==> src/rtl/drtc_pkg.sv <==
`timescale 1ns/1ps
package drtc_pkg;

  localparam logic [2:0] OP_NOP  = 3'd0;
  localparam logic [2:0] OP_ACT  = 3'd1;
  localparam logic [2:0] OP_PRE  = 3'd2;
  localparam logic [2:0] OP_PREA = 3'd3;
  localparam logic [2:0] OP_REF  = 3'd4;

  typedef enum logic [2:0] {
    CZ_NONE      = 3'd0,
    CZ_ACT_OPEN  = 3'd1,
    CZ_ACT_RECOV = 3'd2,
    CZ_PRE_EARLY = 3'd3,
    CZ_REF_OPEN  = 3'd4,
    CZ_BAD_CODE  = 3'd5
  } cause_e;

  function automatic int max3(input int a, input int b, input int c);
    int m;
    m = (a > b) ? a : b;
    return (m > c) ? m : c;
  endfunction

endpackage

==> src/rtl/drtc_bank.sv <==
`timescale 1ns/1ps
module drtc_bank #(
  parameter int TRAS_MIN = 6,
  parameter int TRAS_MAX = 24,
  parameter int TRP      = 4
) (
  input  logic clk,
  input  logic rst_n,
  input  logic act_go,
  input  logic pre_go,
  output logic is_open,
  output logic tras_met,
  output logic trp_met,
  output logic overrun
);
  localparam int TRC       = TRAS_MIN + TRP;
  localparam int CNT_MAX_I = drtc_pkg::max3(TRAS_MAX + 1, TRC, TRP);
  localparam int CNT_W     = $clog2(CNT_MAX_I + 1);
  localparam logic [CNT_W-1:0] CNT_MAX  = CNT_W'(CNT_MAX_I);
  localparam logic [CNT_W-1:0] ONE      = CNT_W'(1);
  localparam logic [CNT_W-1:0] MIN_OPEN = CNT_W'(TRAS_MIN);
  localparam logic [CNT_W-1:0] MAX_OPEN = CNT_W'(TRAS_MAX);
  localparam logic [CNT_W-1:0] RECOV    = CNT_W'(TRP);
  localparam logic [CNT_W-1:0] CYCLE    = CNT_W'(TRC);

  logic             open_q;
  logic             ovr_q;
  logic [CNT_W-1:0] act_age_q;
  logic [CNT_W-1:0] pre_age_q;
  logic             closing;

  assign closing = pre_go && open_q;

  always_ff @(posedge clk) begin
    if (!rst_n) begin
      open_q    <= 1'b0;
      ovr_q     <= 1'b0;
      act_age_q <= CNT_MAX;
      pre_age_q <= CNT_MAX;
    end else begin
      if (open_q && (act_age_q > MAX_OPEN)) ovr_q <= 1'b1;
      if (act_go) begin
        act_age_q <= ONE;
      end else if (act_age_q != CNT_MAX) begin
        act_age_q <= act_age_q + ONE;
      end
      if (closing) begin
        pre_age_q <= ONE;
      end else if (pre_age_q != CNT_MAX) begin
        pre_age_q <= pre_age_q + ONE;
      end
      if (act_go)       open_q <= 1'b1;
      else if (closing) open_q <= 1'b0;
    end
  end

  assign is_open  = open_q;
  assign tras_met = act_age_q >= MIN_OPEN;
  assign trp_met  = pre_age_q >= RECOV;
  assign overrun  = ovr_q;

  // the judge only opens a bank that is closed
  p_act_closed_r3: assert property (@(posedge clk) disable iff (!rst_n)
    act_go |-> !open_q);
  // the judge only opens a bank whose recovery has elapsed
  p_act_recov_r4: assert property (@(posedge clk) disable iff (!rst_n)
    act_go |-> (pre_age_q >= RECOV));
  // an open bank is only closed after its minimum open time
  p_pre_min_r5: assert property (@(posedge clk) disable iff (!rst_n)
    closing |-> (act_age_q >= MIN_OPEN));
  // same-bank activates are a full row cycle apart
  p_act_cycle_r9: assert property (@(posedge clk) disable iff (!rst_n)
    act_go |-> (act_age_q >= CYCLE));
  // the overrun flag never clears outside reset
  p_ovr_sticky_r8: assert property (@(posedge clk) disable iff (!rst_n)
    ovr_q |=> ovr_q);

endmodule

==> config.mk <==
export PLATFORM = sky130hd
export DESIGN_NAME = drtc_bank
export DESIGN_NICKNAME = d
export VERILOG_FILES = /design/src/rtl/drtc_pkg.sv /design/src/rtl/drtc_bank.sv
export SDC_FILE = /design/constraint.sdc
export NUM_CORES = 1
export LEC_CHECK = 0
export BUFFER_PORTS_ARGS = -buffer_cell sky130_fd_sc_hd__buf_2
export CELL_PAD_IN_SITES_DETAIL_PLACEMENT = 0
export CELL_PAD_IN_SITES_GLOBAL_PLACEMENT = 2
export CORE_MARGIN = 5
export CORE_UTILIZATION = 36
export DETAILED_ROUTE_END_ITERATION = 7
export PLACE_DENSITY = 0.86
export SKIP_LAST_GASP = 1
export SYNTH_ARGS = -nofsm -noshare
export SYNTH_HDL_FRONTEND = slang
export SYNTH_SLANG_ARGS = --single-unit
==> constraint.sdc <==
create_clock -name clk -period 3.11 [get_ports clk]
set_input_delay 0.1555 -clock clk [delete_from_list [all_inputs] [get_ports clk]]
set_output_delay 0.1555 -clock clk [all_outputs]
set_load 0.1 [all_outputs]
# Yosys cells after proc, flatten, opt, wreduce, memory -nomap -nowiden
# Cells that the tools add are included.
# totals
register_bits	12
input_bits	4
out_inout_bits	4
word_cells	27
# op_classes
add_sub_neg	2
magnitude_cmp	3
eq_ne	2
mux	6
n_bitwise	1
n_reduce_logical	7
# ops
cell	n
$mux 5	4
$add 5x1->5 const B	2
$ge 5x3->1 const B	2
$ne 5x5->1 const B	2
$reduce_bool 2->1	3
$gt 5x5->1 const B	1
$reduce_or 2->1	2
$logic_and 1x1->1	2
$mux 1	2
$not 1->1	1

# Depth between registers and ports, before layout
# depth
word_depth	3
mapped_depth	5

# Worst setup path after synthesis
# OpenSTA, ideal clock, no wires.
# synth_path
path_type	register to output
from	register act_age_q[2]
to	output port tras_met
arrival_ns	2.552
required_ns	2.954
slack_ns	0.402
stages_incl_launch_ff	3
cell_sequence	dfxtp_1 -> inv_1 -> o21ai_0
# synth_via
elab_chain_len	1
# synth_lines
element	line	source
start, declared	drtc_bank.sv:28	logic [CNT_W-1:0] act_age_q;
start signal, assigned	drtc_bank.sv:45	act_age_q <= act_age_q + ONE;
$ge 5x3->1	drtc_bank.sv:58	assign tras_met = act_age_q >= MIN_OPEN;
end, declared	drtc_bank.sv:12	output logic tras_met,
# Every way passes these cells.

# Final worst setup path
# Ends and elaborated chain as after synthesis.

==> out/results.ini <==
[critical_path]
cp-end-kind = output port
slowest_delay_ns = 0.44
cp.required_ns = 2.95
crit_cells = 3
reg2reg_depth = 4
path_cells = inv_1 -> o21ai_0 -> buf_2
worst_path_dominant_cell_family = buffers and inverters
crit_slowest_cell = buf_2
worst-path-buf-inv = 2
path_max_fanout = 5
worstPathArrival_ns = 1.32
start_kind = register
crit_type = reg -> out

[grt]
grt_pass1_vias = 391
grt_start_max_net_pins = 12
overflow = 0
antenna_found_initial = 0
grt_usage_pct = 8.57
grt_pass1_wl_um = 1620

[hold_path]
timing.hold.worst_path_depth = 2
hold_path.class = in -> reg

[layout]
num_antenna_cells = 0
syn_to_final_growth_pct = 11.9
layoutNonFillerInstCount = 86
final_common_cell = dfxtp_1
drive_gt1_share_pct = 17.1
final_cell_mix = 12 x dfxtp_1, 7 x buf_2, 6 x nand3_1, 6 x ha_1
nFillCells = 161
layout.nets = 82

[placed_design]
dp_hpwl_um = 716
portBuffers = 7
pre_cts_ws_ns = 1.91
placed_cells = 83
gp_congestion = 0.677

[logic_synthesis]
yosysTopAreaCell = dfxtp_1
ys_warn_count = 0
ys_seq_area_share_pct = 39.5
ys_top_cells_by_area = dfxtp_1 40%, ha_1 12%, xor2_1 7.2%
syn-num-nets = 71
synth_cell_types = 23
ys_seq_elements = 12
netlist_area_um2 = 608
avgSynthCellArea_um2 = 9.97
netlist_instances = 61
synth_top_area_share_pct = 39.5

[timing]
min_period_ns = 1.48
finalWorstSetupSlack_ns = 1.63
tns_ns = 0
setup_viol = 0
hold_viol = 0
drv_slew = 0
skew_ns = 0.00253
tightest_slew_ns = 0.485
rsz0062_at_grt = false
fmax_mhz = 677
whs_ns = 0.142
relSlewSlack_pct = 67.9
period_share_pct = 47.5

[floorplan]
design.core.area_um2 = 1560
die_h_um = 51.1
die_area_um2 = 2610
rows = 14
io-pin-count = 8
start_util_pct = 39.0
die-width_um = 51.1

[clock_network]
postCtsSetupBuffers = 0
clk_path_buf_depth = 2
cts_resized = 0
hold_buffers = 0
clkTransAtPathRegs_ns = 0.06
htreeDepth = 1
cts_tree = done
cts_buffers = 3
clk_latency_ns = 0.27
cts_sinks = 12
cts_root_buf = clkbuf_4

[detailed_routing]
drt-vias-per-instance = 4.76
wl_um = 921
drt_first_pass_iters = 1
wl_per_cell_um = 10.7
drt_iter0_markers = 0
antenna_left = 0
vias = 409
drc = 0

[run_status]
outcome = complete, no violations

[power]
p_leak_nw = 0.296
power.density_nw_per_um2 = 633
ir_worst_vdd_v = 0.000316

[run]
max_cap_violations = 0

==> sequential cells by signal, summed over array words and instances, names as in the netlist <==
name	flops
act_age_q	5
pre_age_q	5
is_open	1
overrun	1
==> stage by stage <==
step                instance area, µm²  power [W]  util, %
floorplan                          608   0.000320        -
global placement                   658   0.000344     42.2
detailed placement                 658   0.000344     42.2
CTS                                681   0.000438     43.7
global route                       681   0.000467     43.7
finish                             681   0.000431     43.7
==> synth_stat cells <==
cell type / instances
dfxtp_1: 12
ha_1: 6
nand3_1: 6
inv_1: 5
xor2_1: 5
o21ai_1: 4
xnor2_1: 3
mux2i_1: 2
nand2_1: 2
nor2_1: 2
o21a_1: 2
a21oi_1: 1
and2_1: 1
and4b_1: 1
buf_2: 1
nand3b_1: 1
nand4b_1: 1
nand4b_4: 1
nor2b_1: 1
nor3b_1: 1
nor3b_2: 1
o21ai_0: 1
or3_1: 1
==> final timing paths <==
path / slack, ns / from / end
setup reg to reg: 1.92 / pre_age_q[0] / pre_age_q[0]
hold / removal: 0.14 / act_go / act_age_q[1]
hold reg to reg: 0.46 / overrun / overrun
setup / recovery: 1.63 / act_age_q[2] / tras_met
==> metal layers <==
metal  global-route usage [%]  part of all wire (%)  vias up  wire length [µm]
met5                        0                     0        -                 0
met4                     2.69                     0        0                 0
met3                     6.40                   8.1        0                75
met2                     10.7                    37        9               338
met1                     11.2                    55      175               507
li1                         -                     -      225                 -
==> where the power goes <==
| part | leakage, nW | switching, W | internal, W | total [W] |
|---|---|---|---|---|
| sequential | 0.0992 | 0.0000261 | 0.000177 | 0.000203 |
| combinational | 0.183 | 0.0000744 | 0.0000629 | 0.000137 |
| clock | 0.0138 | 0.0000457 | 0.0000448 | 0.0000905 |
==> logic make-up (layout without fill, tap and decap cells) <==
group	after synthesis	count (layout)	synth area share (%)
AOI/OAI and AO/OA	8	8	7.41
buffers and inverters	6	15	3.91
adders and majority gates	6	6	12.3
and+or+nand+nor	19	19	22.0
muxes	2	2	3.29
xor gates and xnor gates	8	8	11.5
DFF	12	12	39.5
==> worst reg2reg max path, delay by kind of cell, from the launching register on <==
family        cells  cell delay [ns]
fa+ha+maj         1             0.18
xor+xnor          1             0.20
simple gates      2             0.28
flops             1             0.41
==> final cells by class <==
class / instances / area, µm² / share of cell area [%]
repair buffers: 7 / 35.0 / 5.15
well taps: 16 / 20.0 / 2.94
clock buffers: 3 / 22.5 / 3.31
multi-input cells: 43 / 344 / 50.6
flip-flops and latches: 12 / 240 / 35.3
inverters: 5 / 18.8 / 2.76
Power figures use the tool's default switching activity.
